$ cat config.mk
export PLATFORM = sky130hd
export DESIGN_NAME = flash_bus_ctrl
export DESIGN_NICKNAME = d
export VERILOG_FILES = /design/src/rtl/flash_bus_pkg.sv /design/src/rtl/flash_pin_decode.sv /design/src/rtl/flash_cmd_if.sv /design/src/rtl/flash_wsm.sv /design/src/rtl/flash_bus_ctrl.sv
export SDC_FILE = /design/constraint.sdc
export NUM_CORES = 1
export LEC_CHECK = 0
export ABC_AREA = 1
export BUFFER_PORTS_ARGS = -buffer_cell sky130_fd_sc_hd__buf_2
export CORE_UTILIZATION = 45
export CTS_CLUSTER_DIAMETER = 60
export DETAILED_ROUTE_END_ITERATION = 16
export PLACE_DENSITY = 0.6
export SLEW_MARGIN = 15
export SYNTH_ARGS = -nofsm -noshare
export SYNTH_HDL_FRONTEND = slang
export SYNTH_SLANG_ARGS = --single-unit
$ cat constraint.sdc
create_clock -name clk_i -period 3.1 [get_ports clk_i]
set_input_delay 0.62 -clock clk_i [delete_from_list [all_inputs] [get_ports clk_i]]
set_output_delay 0.62 -clock clk_i [all_outputs]
set_load 0.005 [all_outputs]
$ cat src/rtl/flash_bus_pkg.sv
package flash_bus_pkg;
  localparam logic [7:0] CMD_RD_ARRAY  = 8'hFF;
  localparam logic [7:0] CMD_RD_ID     = 8'h90;
  localparam logic [7:0] CMD_RD_STATUS = 8'h70;
  localparam logic [7:0] CMD_CLR_STAT  = 8'h50;
  localparam logic [7:0] CMD_PROG      = 8'h40;
  localparam logic [7:0] CMD_ERASE     = 8'h20;
  localparam logic [7:0] CMD_CONFIRM   = 8'hD0;

  typedef enum logic [1:0] {RM_ARRAY = 2'd0, RM_IDENT = 2'd1, RM_STATUS = 2'd2} rd_mode_e;
  typedef enum logic [1:0] {PEND_NONE = 2'd0, PEND_PROG = 2'd1, PEND_ERASE = 2'd2} pend_e;
  typedef enum logic {OP_PROG = 1'b0, OP_ERASE = 1'b1} op_e;
endpackage

$ cat src/rtl/flash_pin_decode.sv
module flash_pin_decode (
  input  logic clk_i,
  input  logic rst_ni,
  input  logic rp_n_i,
  input  logic ce_n_i,
  input  logic oe_n_i,
  input  logic we_n_i,
  input  logic lockout_i,
  output logic wr_stb_o,
  output logic drive_o
);
  logic we_q;

  always_ff @(posedge clk_i or negedge rst_ni) begin
    if (!rst_ni) we_q <= 1'b1;
    else         we_q <= we_n_i;
  end

  // command taken on rising write enable while selected
  assign wr_stb_o = rp_n_i & ~ce_n_i & ~lockout_i & we_n_i & ~we_q;
  assign drive_o  = rp_n_i & ~ce_n_i & ~oe_n_i & we_n_i & ~lockout_i;
endmodule

$ cat src/rtl/flash_cmd_if.sv
module flash_cmd_if
  import flash_bus_pkg::*;
(
  input  logic     clk_i,
  input  logic     rst_ni,
  input  logic     pd_i,
  input  logic     stb_i,
  input  logic     busy_i,
  input  logic     vpp_ok_i,
  input  logic [7:0] data_i,
  output rd_mode_e rd_mode_o,
  output logic     vpp_err_o,
  output logic     seq_err_o,
  output logic     start_o,
  output op_e      op_o
);
  pend_e pend_q;
  logic  take;

  assign take    = stb_i & ~busy_i & ~pd_i;
  assign op_o    = (pend_q == PEND_ERASE) ? OP_ERASE : OP_PROG;
  assign start_o = take & vpp_ok_i &
                   ((pend_q == PEND_PROG) || (pend_q == PEND_ERASE && data_i == CMD_CONFIRM));

  always_ff @(posedge clk_i or negedge rst_ni) begin
    if (!rst_ni) begin
      rd_mode_o <= RM_ARRAY;
      pend_q    <= PEND_NONE;
      vpp_err_o <= 1'b0;
      seq_err_o <= 1'b0;
    end else if (pd_i) begin
      rd_mode_o <= RM_ARRAY;
      pend_q    <= PEND_NONE;
      vpp_err_o <= 1'b0;
      seq_err_o <= 1'b0;
    end else if (take) begin
      case (pend_q)
        PEND_PROG: begin
          pend_q    <= PEND_NONE;
          rd_mode_o <= RM_STATUS;
          if (!vpp_ok_i) vpp_err_o <= 1'b1;
        end
        PEND_ERASE: begin
          pend_q    <= PEND_NONE;
          rd_mode_o <= RM_STATUS;
          if (data_i != CMD_CONFIRM) seq_err_o <= 1'b1;
          else if (!vpp_ok_i)        vpp_err_o <= 1'b1;
        end
        default: begin
          case (data_i)
            CMD_RD_ARRAY:  rd_mode_o <= RM_ARRAY;
            CMD_RD_ID:     rd_mode_o <= RM_IDENT;
            CMD_RD_STATUS: rd_mode_o <= RM_STATUS;
            CMD_CLR_STAT: begin
              vpp_err_o <= 1'b0;
              seq_err_o <= 1'b0;
            end
            CMD_PROG:      pend_q <= PEND_PROG;
            CMD_ERASE:     pend_q <= PEND_ERASE;
            default: ;
          endcase
        end
      endcase
    end
  end
endmodule

$ cat src/rtl/flash_wsm.sv
module flash_wsm
  import flash_bus_pkg::*;
#(
  parameter int ADDR_W    = 6,
  parameter int PROG_CYC  = 16,
  parameter int ERASE_CYC = 200
) (
  input  logic              clk_i,
  input  logic              rst_ni,
  input  logic              abort_i,
  input  logic              start_i,
  input  op_e               op_i,
  input  logic [ADDR_W-1:0] addr_i,
  input  logic [7:0]        data_i,
  output logic              busy_o,
  output logic              commit_o,
  output op_e               c_op_o,
  output logic [ADDR_W-1:0] c_addr_o,
  output logic [7:0]        c_data_o
);
  localparam int MAX_CYC = (PROG_CYC > ERASE_CYC) ? PROG_CYC : ERASE_CYC;
  localparam int CNT_W   = $clog2(MAX_CYC + 1);

  logic [CNT_W-1:0] cnt_q;

  always_ff @(posedge clk_i or negedge rst_ni) begin
    if (!rst_ni) begin
      cnt_q    <= '0;
      c_op_o   <= OP_PROG;
      c_addr_o <= '0;
      c_data_o <= '0;
    end else if (abort_i) begin
      cnt_q <= '0;
    end else if (start_i) begin
      cnt_q    <= (op_i == OP_ERASE) ? CNT_W'(ERASE_CYC) : CNT_W'(PROG_CYC);
      c_op_o   <= op_i;
      c_addr_o <= addr_i;
      c_data_o <= data_i;
    end else if (cnt_q != '0) begin
      cnt_q <= cnt_q - 1'b1;
    end
  end

  assign busy_o   = (cnt_q != '0);
  assign commit_o = (cnt_q == CNT_W'(1)) & ~abort_i;
endmodule

$ cat src/rtl/flash_bus_ctrl.sv
module flash_bus_ctrl
  import flash_bus_pkg::*;
#(
  parameter int         ADDR_W    = 6,
  parameter int         BLK_W     = 3,
  parameter int         PROG_CYC  = 16,
  parameter int         ERASE_CYC = 200,
  parameter logic [7:0] MFR_ID    = 8'h89,
  parameter logic [7:0] DEV_ID    = 8'hA1
) (
  input  logic              clk_i,
  input  logic              rst_ni,
  input  logic              rp_n_i,
  input  logic              ce_n_i,
  input  logic              oe_n_i,
  input  logic              we_n_i,
  input  logic [ADDR_W-1:0] addr_i,
  input  logic [7:0]        dq_i,
  output logic [7:0]        dq_o,
  output logic              dq_oe_o,
  output logic              ry_by_o,
  input  logic              vpp_ok_i,
  input  logic              lockout_i
);
  localparam int DEPTH = 1 << ADDR_W;
  localparam int BLK_IDX_W = ADDR_W - BLK_W;

  logic              wr_stb, drive, pd;
  rd_mode_e          rd_mode;
  logic              vpp_err, seq_err, wsm_start, busy, commit;
  op_e               start_op, c_op;
  logic [ADDR_W-1:0] c_addr;
  logic [7:0]        c_data, status, rd_data;
  logic [DEPTH-1:0][7:0] mem;

  assign pd = ~rp_n_i;

  flash_pin_decode u_dec (
    .clk_i, .rst_ni, .rp_n_i, .ce_n_i, .oe_n_i, .we_n_i, .lockout_i,
    .wr_stb_o (wr_stb),
    .drive_o  (drive)
  );

  flash_cmd_if u_cmd (
    .clk_i, .rst_ni,
    .pd_i      (pd),
    .stb_i     (wr_stb),
    .busy_i    (busy),
    .vpp_ok_i,
    .data_i    (dq_i),
    .rd_mode_o (rd_mode),
    .vpp_err_o (vpp_err),
    .seq_err_o (seq_err),
    .start_o   (wsm_start),
    .op_o      (start_op)
  );

  flash_wsm #(.ADDR_W(ADDR_W), .PROG_CYC(PROG_CYC), .ERASE_CYC(ERASE_CYC)) u_wsm (
    .clk_i, .rst_ni,
    .abort_i  (pd),
    .start_i  (wsm_start),
    .op_i     (start_op),
    .addr_i,
    .data_i   (dq_i),
    .busy_o   (busy),
    .commit_o (commit),
    .c_op_o   (c_op),
    .c_addr_o (c_addr),
    .c_data_o (c_data)
  );

  for (genvar i = 0; i < DEPTH; i++) begin : g_byte
    localparam logic [ADDR_W-1:0] IDX = ADDR_W'(i);
    logic [7:0] byte_q;
    logic       hit_prog, hit_erase;
    assign hit_prog  = commit && c_op == OP_PROG && c_addr == IDX;
    assign hit_erase = commit && c_op == OP_ERASE &&
                       c_addr[ADDR_W-1 -: BLK_IDX_W] == IDX[ADDR_W-1 -: BLK_IDX_W];
    always_ff @(posedge clk_i or negedge rst_ni) begin
      if (!rst_ni)        byte_q <= 8'hFF;
      else if (hit_erase) byte_q <= 8'hFF;
      else if (hit_prog)  byte_q <= byte_q & c_data;
    end
    assign mem[i] = byte_q;
  end

  assign status = {~busy, 1'b0, seq_err, 1'b0, vpp_err, 3'b000};

  always_comb begin
    case (rd_mode)
      RM_IDENT:  rd_data = addr_i[0] ? DEV_ID : MFR_ID;
      RM_STATUS: rd_data = status;
      default:   rd_data = mem[addr_i];
    endcase
  end

  assign dq_oe_o = drive;
  assign dq_o    = drive ? rd_data : 8'h00;
  assign ry_by_o = ~busy | pd;
endmodule

==> qor.yml <==
cts_hold_buf: 0
grt_remaining_overflow: 0
drtIter0Drc: 2041
setup_ws_ns: 0.0272
syn-num-nets: 3197
pwr-share-seq_pct: 47.4
clockBufferDepth: 3
areaGrowthSynthToFinish_pct: 12.6
ioPinCount: 32
die_w_um: 243
min_period_ns: 3.07
comb_power_share_pct: 14.6
post-route-util_pct: 51.2
ys_warn_count: 0
antenna_found_initial: 0
final_area_um2: 29500
layout_commonest_cell: "nand2_1"
grt_max_degree: 80
dp_slack_ns: 0.0675
finalCritPeriodShare_pct: 99.1
port_buffers: 31
fin_hold_ws_ns: 0.100
clk_pin_slew_worst_paths_ns: 0.06
finalPower_uw: 19900
vias: 22100
crit_fanout: 30
syn_avg_cell_area_um2: 8.26
fin_worst_skew_ns: 0.0145
report.final.slew_viol_count: 0
worstSetupPathType: "in2out"
grtUsageTotal_pct: 26.4
grt_pass1_wl_um: 124000
end_kind: "primary output"
finalSetupViolCount: 0
cts.sink_count: 542
critPathArrivalTime_ns: 2.45
core_um2: 57600
num_antenna_cells: 0
avgViaCountPerCell: 5.59
timing.fmax_mhz: 325
fin_nets: 3171
power_density_nw_per_um2: 676
place_hpwl_um: 48900
postPlaceCellArea_um2: 27300
syn_inst: 3168
start_kind: "input pin"
critical-path-max-stage-delay_ns: 0.21
std_cell_rows: 88
drive_gt1_share_pct: 25.5
die_y_um: 243
cts_root_buf: "clkbuf_16"
clkLatencyLatePin_ns: 0.64
cts_made_buffers: 61
cp_slowest_cell: "buf_16"
leakagePower_uw: 0.0145
max_cap_viol_count: 0
outcome: "completed"
max-slew-margin-rel_pct: 36.7
p_int_uw: 14400
peakVddDrop_uv: 495
h-tree-depth: 2
start_util_pct: 45.5
ant_nets: 0
dieArea_um2: 59100
yosysSeqAreaShare_pct: 54.3
crit_chain: "clkbuf_8 > buf_12 > buf_16 > nand2_1 > nand3_1 > nand3_1 > nand2_1 > nand2_1 > nand3_1 > nand3_1 > nand2_1 > nand2_1 > nand2_1 > buf_2"
clkPwrFrac_pct: 38.0
synth-seq-cells: 542
worst_pin_slew_ns: 0.950
wirelength_um: 78400
synth_area_um2: 26200
worstPathRequired_ns: 2.48
drc: 0
rsz0062_at_grt: "yes"
cts_tree: "yes"
timing.critical_path.mode_cell: "nand2_1"
grt_pass1_vias: 21500
p_sw_uw: 5560
place_congestion: 0.916
min_path_type: "in2reg"
switching_share_pct: 27.9
wl_per_cell_um: 19.8
hold_viol_final: 0
crit_family: "simple AND/OR/NAND/NOR gates"
path_buf_inv: 4
yosysUniqueCellTypes: 31
firstDrtPassIters: 5
most-common-layout-cells: "nand2_1 (1253), dfstp_2 (513), o21ai_0 (462)"
## worst paths after layout
kind                       depth (start not counted)  slack (ns)                   end                 from
setup reg to reg                                   9        0.65  g_byte[31].byte_q[3]       u_wsm.cnt_q[1]
setup / recovery                                  14        0.03               dq_o[7]            addr_i[0]
min in group asynchronous                          1        0.40  g_byte[13].byte_q[2]               rst_ni
max in group asynchronous                          2        2.14  g_byte[23].byte_q[1]               rst_ni
hold reg to reg                                    2        0.47   g_byte[6].byte_q[2]  g_byte[6].byte_q[2]
hold / removal                                     1        0.10            u_dec.we_q               we_n_i
## stage by stage
stage,std cells,TNS [ns]
floorplan,3168,0
global placement,3842,0
finish,3958,0
global route,3958,-0.000892
detailed placement,3842,0
CTS,3956,0
## kinds of logic (layout without fill, tap and decap cells)
group	after synthesis	count (layout)	synth area share (%)
XOR/XNOR	6	6	0.201
AND/OR/NAND/NOR	1798	1798	29.2
buffers and inverters	269	294	5.53
adder cells (fa/ha/maj)	7	7	0.335
AO/OA/AOI/OAI	546	546	10.5
flip-flops	542	542	54.3
## per-layer routing
| layer | track usage (%) | wire length [um] | share of wire (%) | up-vias |
|---|---|---|---|---|
| met4 | 9.34 | 2410 | 3.1 | 0 |
| met1 | 38.1 | 35700 | 46 | 11000 |
| met2 | 40.5 | 35800 | 46 | 673 |
| li1 | - | - | - | 10300 |
| met3 | 3.51 | 4430 | 5.6 | 123 |
| met5 | 0 | 0 | 0 | - |
## synth_stat cells (all sizes together)
master  number  share of area (%)
a21boi       1              0.029
a21o         1              0.029
a21oi        7               0.13
buf         91                3.0
clkbuf     132                1.9
clkinv       3              0.043
dfrtp       29                2.8
dfstp      513                 51
ha           7               0.33
inv         43               0.62
nand2     1292                 19
nand3      446                8.5
nand4        2              0.048
nor2        46               0.69
nor3         7               0.31
nor4         3              0.072
o21ai      535                 10
o21bai       1              0.029
o22a         1              0.033
or2          2              0.057
xnor2        2              0.067
xor2         4               0.13
## power by group through the flow
stage	Combinational (uW)	Sequential [uW]	Clock, uW
after floorplan	2040	9260	0
after global placement	2810	9490	0
after detailed placement	2890	9520	0
after CTS	2890	9440	7720
after global routing	3310	9580	8010
final	2900	9450	7570
## flip-flops by register name (all words and copies together), names as in the netlist
register,flops
u_wsm.c_data_o,8
u_dec.we_q,1
u_cmd.seq_err_o,1
u_wsm.c_op_o,1
u_cmd.rd_mode_o,2
u_cmd.pend_q,2
u_wsm.c_addr_o,6
u_wsm.cnt_q,8
u_cmd.vpp_err_o,1
g_byte.byte_q,512
## cell type report
| cell class | instances | area, um2 |
|---|---|---|
| Clock buffer | 89 | 1820 |
| Clock inverter | 25 | 292 |
| Fill cell | 5398 | 28100 |
| Inverter | 46 | 188 |
| Multi-Input combinational cell | 2357 | 10500 |
| Sequential cell | 542 | 14200 |
| Tap cell | 765 | 957 |
| Timing Repair Buffer | 134 | 1460 |
## repair_timing
action,4_1_cts,5_1_grt
setup buffers,0,0
setup endpoints to repair,0,3
gates resized for setup,0,10
No activity file was read; power rests on OpenSTA's default activity.
